### src/rtl/fpk_pkg.sv
// Shared constants, types and helper functions for the key encoder.
package fpk_pkg;

    localparam int LINES_PER_GROUP = 8;
    localparam int DIGIT_W         = 3;

    // Settle controller states: hunting for a stable press, or holding after capture.
    typedef enum logic {
        ST_HUNT = 1'b0,
        ST_HOLD = 1'b1
    } settle_st_t;

    // Returns the index of the lowest set bit of an eight-line group (0 if none).
    function automatic logic [DIGIT_W-1:0] low_digit(input logic [LINES_PER_GROUP-1:0] v);
        logic [DIGIT_W-1:0] d;
        d = '0;
        for (int i = LINES_PER_GROUP - 1; i >= 0; i--) begin
            if (v[i]) d = DIGIT_W'(i);
        end
        return d;
    endfunction

endpackage

### src/rtl/fpk_sync.sv
// Multi-stage synchroniser for asynchronous active-low key lines.
// Assumes: each line is a slow, level-type signal; reset value is "released" (all ones).
module fpk_sync #(
    parameter int WIDTH  = 16,
    parameter int STAGES = 2
) (
    input  logic             clk,
    input  logic             rst_n,
    input  logic [WIDTH-1:0] raw_n,
    output logic [WIDTH-1:0] sync_n
);

    logic [STAGES-1:0][WIDTH-1:0] chain_q;

    // Shift the raw lines through the synchroniser chain.
    always_ff @(posedge clk) begin
        if (!rst_n) begin
            chain_q <= '1;
        end else begin
            chain_q[0] <= raw_n;
            for (int s = 1; s < STAGES; s++) begin
                chain_q[s] <= chain_q[s-1];
            end
        end
    end

    assign sync_n = chain_q[STAGES-1];

endmodule

### src/rtl/fpk_prio_enc.sv
// Two-level priority encoder: lowest set line within each group of eight,
// then lowest group that has any set line.
// Assumes: hit is active high and already synchronised.
module fpk_prio_enc
    import fpk_pkg::*;
#(
    parameter int NUM_GROUPS = 2,
    parameter int GRP_W      = 1,
    parameter int NUM_KEYS   = NUM_GROUPS * LINES_PER_GROUP,
    parameter int CODE_W     = GRP_W + DIGIT_W
) (
    input  logic [NUM_KEYS-1:0] hit,
    output logic [CODE_W-1:0]   code,
    output logic                any
);

    logic [NUM_GROUPS-1:0][DIGIT_W-1:0] grp_digit;
    logic [NUM_GROUPS-1:0]              grp_vld;
    logic [GRP_W-1:0]                   sel_grp;
    logic [DIGIT_W-1:0]                 sel_dig;

    genvar g;
    generate
        for (g = 0; g < NUM_GROUPS; g++) begin : g_group
            assign grp_vld[g]   = |hit[g*LINES_PER_GROUP +: LINES_PER_GROUP];
            assign grp_digit[g] = low_digit(hit[g*LINES_PER_GROUP +: LINES_PER_GROUP]);
        end
    endgenerate

    // Pick the lowest-numbered group holding a pressed line.
    always_comb begin
        sel_grp = '0;
        sel_dig = '0;
        for (int i = NUM_GROUPS - 1; i >= 0; i--) begin
            if (grp_vld[i]) begin
                sel_grp = GRP_W'(i);
                sel_dig = grp_digit[i];
            end
        end
    end

    assign code = {sel_grp, sel_dig};
    assign any  = |grp_vld;

endmodule

### src/rtl/fpk_settle_timer.sv
// Settle controller: counts consecutive cycles with a key present and fires a
// single capture strobe when the window completes.
// Assumes: any is synchronous. It re-arms only after every key is released.
module fpk_settle_timer
    import fpk_pkg::*;
#(
    parameter int DELAY_CYC = 300000,
    parameter int CNT_W     = (DELAY_CYC > 1) ? $clog2(DELAY_CYC) : 1
) (
    input  logic clk,
    input  logic rst_n,
    input  logic any,
    output logic latch_stb
);

    localparam logic [CNT_W-1:0] LAST = CNT_W'(DELAY_CYC - 1);

    settle_st_t       state_q;
    logic [CNT_W-1:0] cnt_q;

    // Advance the settle count and move between hunting and holding.
    always_ff @(posedge clk) begin
        if (!rst_n) begin
            state_q <= ST_HUNT;
            cnt_q   <= '0;
        end else begin
            case (state_q)
                ST_HUNT: begin
                    if (!any) begin
                        cnt_q <= '0;
                    end else if (cnt_q == LAST) begin
                        cnt_q   <= '0;
                        state_q <= ST_HOLD;
                    end else begin
                        cnt_q <= cnt_q + CNT_W'(1);
                    end
                end
                ST_HOLD: begin
                    if (!any) state_q <= ST_HUNT;
                end
                default: state_q <= ST_HUNT;
            endcase
        end
    end

    assign latch_stb = (state_q == ST_HUNT) && any && (cnt_q == LAST);

endmodule

### src/rtl/fpk_code_latch.sv
// Holds the captured key code and the interrupt flag seen by the processor.
// Assumes: a capture strobe takes precedence over an acknowledge on the same edge.
module fpk_code_latch #(
    parameter int CODE_W = 4
) (
    input  logic              clk,
    input  logic              rst_n,
    input  logic              latch_stb,
    input  logic [CODE_W-1:0] enc_code,
    input  logic              rd_ack,
    output logic [CODE_W-1:0] key_code,
    output logic              key_irq
);

    // Load the code on capture; otherwise hold it.
    always_ff @(posedge clk) begin
        if (!rst_n) begin
            key_code <= '0;
        end else if (latch_stb) begin
            key_code <= enc_code;
        end
    end

    // Set the interrupt on capture, clear it on acknowledge.
    always_ff @(posedge clk) begin
        if (!rst_n) begin
            key_irq <= 1'b0;
        end else if (latch_stb) begin
            key_irq <= 1'b1;
        end else if (rd_ack) begin
            key_irq <= 1'b0;
        end
    end

endmodule

### src/rtl/fpk_key_encoder.sv
// Front-panel key encoder top: synchronises key lines, priority-encodes them,
// waits a settling window and captures the code with an interrupt.
// Assumes: the clock frequency is an integer number of MHz.
module fpk_key_encoder
    import fpk_pkg::*;
#(
    parameter int NUM_GROUPS  = 2,
    parameter int SYNC_STAGES = 2,
    parameter int CLK_HZ      = 50_000_000,
    parameter int SETTLE_US   = 6000,
    parameter int NUM_KEYS    = NUM_GROUPS * LINES_PER_GROUP,
    parameter int GRP_W       = (NUM_GROUPS > 1) ? $clog2(NUM_GROUPS) : 1,
    parameter int CODE_W      = GRP_W + DIGIT_W
) (
    input  logic                clk,
    input  logic                rst_n,
    input  logic [NUM_KEYS-1:0] key_n,
    input  logic                rd_ack,
    output logic                any_key_n,
    output logic [CODE_W-1:0]   key_code,
    output logic                key_irq
);

    localparam int DELAY_RAW = (CLK_HZ / 1_000_000) * SETTLE_US;
    localparam int DELAY_CYC = (DELAY_RAW < 1) ? 1 : DELAY_RAW;

    logic [NUM_KEYS-1:0] sync_n;
    logic [CODE_W-1:0]   enc_code;
    logic                enc_any;
    logic                latch_stb;

    fpk_sync #(
        .WIDTH  (NUM_KEYS),
        .STAGES (SYNC_STAGES)
    ) u_sync (
        .clk    (clk),
        .rst_n  (rst_n),
        .raw_n  (key_n),
        .sync_n (sync_n)
    );

    fpk_prio_enc #(
        .NUM_GROUPS (NUM_GROUPS),
        .GRP_W      (GRP_W),
        .NUM_KEYS   (NUM_KEYS),
        .CODE_W     (CODE_W)
    ) u_enc (
        .hit  (~sync_n),
        .code (enc_code),
        .any  (enc_any)
    );

    fpk_settle_timer #(
        .DELAY_CYC (DELAY_CYC)
    ) u_timer (
        .clk       (clk),
        .rst_n     (rst_n),
        .any       (enc_any),
        .latch_stb (latch_stb)
    );

    fpk_code_latch #(
        .CODE_W (CODE_W)
    ) u_latch (
        .clk       (clk),
        .rst_n     (rst_n),
        .latch_stb (latch_stb),
        .enc_code  (enc_code),
        .rd_ack    (rd_ack),
        .key_code  (key_code),
        .key_irq   (key_irq)
    );

    assign any_key_n = ~enc_any;

endmodule

### config.mk
export PLATFORM = sky130hd
export DESIGN_NAME = fpk_key_encoder
export DESIGN_NICKNAME = d
export VERILOG_FILES = /design/src/rtl/fpk_pkg.sv /design/src/rtl/fpk_sync.sv /design/src/rtl/fpk_prio_enc.sv /design/src/rtl/fpk_settle_timer.sv /design/src/rtl/fpk_code_latch.sv /design/src/rtl/fpk_key_encoder.sv
export SDC_FILE = /design/constraint.sdc
export NUM_CORES = 1
export LEC_CHECK = 0
export BUFFER_PORTS_ARGS = -buffer_cell sky130_fd_sc_hd__buf_4
export CORE_MARGIN = 2
export CORE_UTILIZATION = 50
export CTS_CLUSTER_DIAMETER = 120
export CTS_CLUSTER_SIZE = 28
export DETAILED_ROUTE_END_ITERATION = 6
export PLACE_DENSITY = 0.76
export SLEW_MARGIN = 20
export SYNTH_ARGS = -nofsm -noshare
export SYNTH_HDL_FRONTEND = slang
export SYNTH_SLANG_ARGS = --single-unit
### constraint.sdc
create_clock -name clk -period 2.2 [get_ports clk]
set_clock_uncertainty 0.15 [all_clocks]
set_input_delay 0.11 -clock clk [delete_from_list [all_inputs] [get_ports clk]]
set_output_delay 0.11 -clock clk [all_outputs]
set_load 0.02 [all_outputs]
Word level (Yosys, flattened, before mapping). Cells that the tools add are included.

Register bits after elaboration: 57. Input bits: 19. Output and inout port bits: 6. Word-level logic and storage cells: 45.

$add $sub $neg: 1. Eq/ne operators: 1. Multiplexer cells: 28. Bitwise operators: 3. Reductions and logical operators: 6.

Operator list (number): 2-to-1 mux 3 bit (18); 2-to-1 mux 19 bit (2); adder 19 x 1 -> 19 bit, second input constant (1); equality test 19 bit, second input constant (1); inverter 16 bit (1); OR reduction 16 bit (1); OR reduction 8 bit (2); 2-to-1 mux 1 bit (7); logical AND 1 bit (2); inverter 1 bit (2); case mux 1 bit (2 select lines) (1); nonzero test 2 bit (1).

Longest topological paths before layout.
Depth after elaboration: 11. Depth in mapped cells: 8. Mapped depth without buffers: 6.

By module. A second synthesis with hierarchy kept.

Cell total of the unflattened synthesis: 288. Area total of the unflattened synthesis: 2552.4 um2.

By module, submodules not included: fpk_settle_timer (times used 1, cells an instance 140, area each 1131.1 um2, seq. area each 400.4 um2); fpk_sync (times used 1, cells an instance 83, area each 977.2 um2, seq. area each 640.6 um2); fpk_code_latch (times used 1, cells an instance 16, area each 190.2 um2, seq. area each 100.1 um2); fpk_prio_enc (times used 1, cells an instance 32, area each 190.2 um2, seq. area each 0.0 um2); fpk_key_encoder (times used 1, cells an instance 17, area each 63.8 um2, seq. area each 0.0 um2).

Worst setup path after synthesis. OpenSTA, ideal clock, no wires.

Kind: reg2reg. From: register u_timer.cnt_q[10]. To: register u_timer.cnt_q[6]. Library setup time: 123 ps. Data arrival time: 1840 ps. Data required time: 1927 ps. Path slack: 87 ps. Cell stages (with the launch flop): 8. Path buffers: 2. Period minus slack after synthesis: 2113 ps. Path through: dfxtp_1 -> or4b_4 -> nor4_4 -> a211oi_1 -> buf_2 -> buf_6 -> a21oi_1 -> a21oi_1.

Word-level cells in the longest chain between the ends: 3.

Ends and longest elaborated chain: from (decl) (line fpk_settle_timer.sv:19) `logic [CNT_W-1:0] cnt_q;`; from (signal assigned) (line fpk_settle_timer.sv:35) `cnt_q <= cnt_q + CNT_W'(1);`; equality test 19 bit (line fpk_settle_timer.sv:31) `end else if (cnt_q == LAST) begin`; 2-to-1 mux 19 bit (line fpk_settle_timer.sv:31); 2-to-1 mux 19 bit (line fpk_settle_timer.sv:29) `if (!any) begin`.

Every way passes these cells. A chain may end at the register's enable or synchronous reset.

Worst setup path after layout.
From: register u_timer.cnt_q[13]. To: register u_latch.key_code[1].

Word-level cells in the longest chain between the ends: 2.

Ends and longest elaborated chain: equality test 19 bit (line fpk_settle_timer.sv:46) `assign latch_stb = (state_q == ST_HUNT) && any && (cnt_q == LAST);`; logical AND 1 bit (line fpk_settle_timer.sv:46); to (signal assigned) (line fpk_code_latch.sv:20) `key_code <= enc_code;`; to (decl) (line fpk_code_latch.sv:11) `output logic [CODE_W-1:0] key_code,`.

Every way passes these cells.

==> metrics.yaml <==
worst_setup_path:
  critPathArrivalTime_ns: 2.20
  cp-start-kind: "flip-flop"
  crit_required_ns: 2.29
  worstSetupPathType: "reg2reg"
  path_max_fanout: 5
  critPathCaptureType: "flip-flop"
synthesis:
  synth_nets: 269
  synth_seq_cells: 57
  ys_seq_area_share_pct: 49.8
  ys_warn_count: 0
  syn_area_um2: 2290
  synth_area_leader_cell: "dfxtp_1"
  synth_edf_count: 0
  synth_cells: 249
  async_reset_ff_share_pct: 0
  synth_area_leaders: "dfxtp_1 50%, nand2b_1 9.6%, nand3_1 4.8%"
  postSynthAreaPerCell_um2: 9.20
  synthDistinctLibCells: 45
  netlist.area_leader.share_pct: 49.8
  yosys_most_used_dff: "dfxtp_1"
global_route:
  grt_pass1_vias: 1829
  antenna_found_initial: 0
  grtUsageTotal_pct: 20.4
  grt_max_degree: 36
  grt_overflow: 0
  grt_pass1_wl_mm: 8.02
cells_and_area:
  layout_common_cells: "57 x dfxtp_1, 41 x buf_4, 35 x nand2b_1"
  final_util_pct: 68.5
  drive_above_1_share_pct: 22.0
  multi_input_area_um2: 1060
  layout_commonest_cell: "dfxtp_1"
  nets: 328
  antenna_cells: 0
  fillers: 312
  syn2layout_area_growth_pct: 31.1
  register_area_um2: 1140
clocking:
  cts_tree: "built"
  clockBufferDepth: 2
  insertion_delay_ns: 0.33
  clock_sinks: 57
  cts_root_buf: "clkbuf_8"
  htreeDepth: 3
  clkTransAtPathRegs_ns: 0.07
  numCtsBuffers: 9
floorplanning:
  ios: 25
  die_w_um: 71.7
  initial_core_util_pct: 52.2
  die_y_um: 71.7
  die_area_um2: 5140
  rows: 24
  coreArea_um2: 4380
min_path:
  min_path_type: "in2reg"
drt:
  routed_via_density: 5.35
  drt_iter0_drc: 217
  drc: 0
  wl_per_cell_um: 13.1
  wl_mm: 4.78
  ant_nets: 0
  vias: 1951
  firstDrtPassIters: 4
timing:
  drv_slew: 0
  period_share_pct: 95.8
  fmax_mhz: 474
  fin_crit_ns: 2.11
  finalSetupViolCount: 0
  hold_slack_ns: 0.0250
  hold_viol: 0
  tightest_slew_ns: 0.394
  max_slew_margin_pct: 73.5
power:
  total_leakage_power_nw: 1.25
  ir_drop_uv: 450
  p_per_area_nw_per_um2: 796
  power_mw: 2.39
placement:
  dp_hpwl_mm: 3.14
  port_buffers: 24
  place.gp.congestion: 0.849
flow_run:
  maxCapViolCount: 0
outcome:
  run_status: "finished clean"
==> cells in the mapped netlist (all sizes together) (2+ instances only) <==
library cell,count
a211oi,2
a21oi,15
a31oi,10
a41oi,2
and3,3
buf,6
clkbuf,4
dfxtp,57
inv,9
mux2i,3
nand2,18
nand2b,35
nand3,22
nand4,9
nor2,15
nor2b,2
nor3,3
nor4,2
o21ai,10
o2bb2ai,2
or3b,3
xor2,2
==> report_power, final <==
part / internal [mW] / switching [mW] / leakage [nW] / total (mW)
clock network: 0.667 / 0.408 / 0.113 / 1.07
registers: 1.07 / 0.0210 / 0.468 / 1.09
logic: 0.114 / 0.104 / 0.666 / 0.218
==> per-layer routing <==
| layer | routed length [um] | up-vias | global-route usage, % |
|---|---|---|---|
| met3 | 280 | 10 | 5.49 |
| li1 | - | 992 | - |
| met2 | 2420 | 63 | 34.9 |
| met5 | 0 | - | 0 |
| met4 | 109 | 0 | 10.7 |
| met1 | 1960 | 886 | 23.1 |
==> repair_timing <==
action,in CTS,in global routing
buffers inserted,1,2
gates resized for setup,0,2
hold endpoints to repair,17,0
setup endpoints to repair,2,7
hold buffers,17,0
pin swaps,0,1
==> cells by family (layout without fill, tap and decap cells) <==
logic type | after synthesis | after routing | synth area share, %
AND/OR/NAND/NOR | 119 | 119 | 30.4
flip-flops | 57 | 57 | 49.8
AO/OA/AOI/OAI | 47 | 47 | 12.6
buffers and inverters | 20 | 84 | 4.53
multiplexers | 3 | 3 | 1.31
XOR/XNOR | 2 | 2 | 0.765
adder cells (fa/ha/maj) | 1 | 1 | 0.546
==> sequential cells by signal, summed over array words and instances (netlist names) <==
register and cells:
u_timer.state_q 1, u_latch.key_code 4, u_sync.sync_n 16, u_latch.key_irq 1
u_sync.chain_q 16, u_timer.cnt_q 19
==> through the flow <==
stage	cell area (um2)	TNS (ns)	std cells	worst slack [ns]
after global routing	3000	-0.00599	365	-0.00599
after floorplan	2290	0	249	0.0871
after global placement	2580	0	329	0.0525
after detailed placement	2580	-0.0311	329	-0.0194
after CTS	2980	0	363	0.0464
final	3000	0	365	0.0921
==> worst paths after layout <==
kind | cells past startpoint | endpoint | startpoint | slack [ns]
setup / recovery | 5 | u_latch.key_code[1] | u_timer.cnt_q[13] | 0.09
hold / removal | 3 | u_latch.key_code[2] | rst_n | 0.03
setup reg to reg | 5 | u_latch.key_code[1] | u_timer.cnt_q[13] | 0.09
hold reg to reg | 1 | u_sync.sync_n[2] | u_sync.chain_q[2] | 0.26
==> worst max-delay path: stages (launching register included) <==
cell	delay, ns
dfxtp_1	0.34
or3_4	0.41
nor4_4	0.42
nor3b_4	0.38
nor2_1	0.08
a211oi_1	0.22
==> area by class of cell <==
| type | instances | area share [%] |
|---|---|---|
| Clock inverter | 5 | 2.63 |
| Timing Repair Buffer | 58 | 15.9 |
| Inverter | 10 | 1.25 |
| Sequential cell | 57 | 38.0 |
| Multi-Input combinational cell | 172 | 35.3 |
| Clock buffer | 11 | 4.71 |
| Tap cell | 52 | 2.17 |
(Power assumes the default switching activity.)
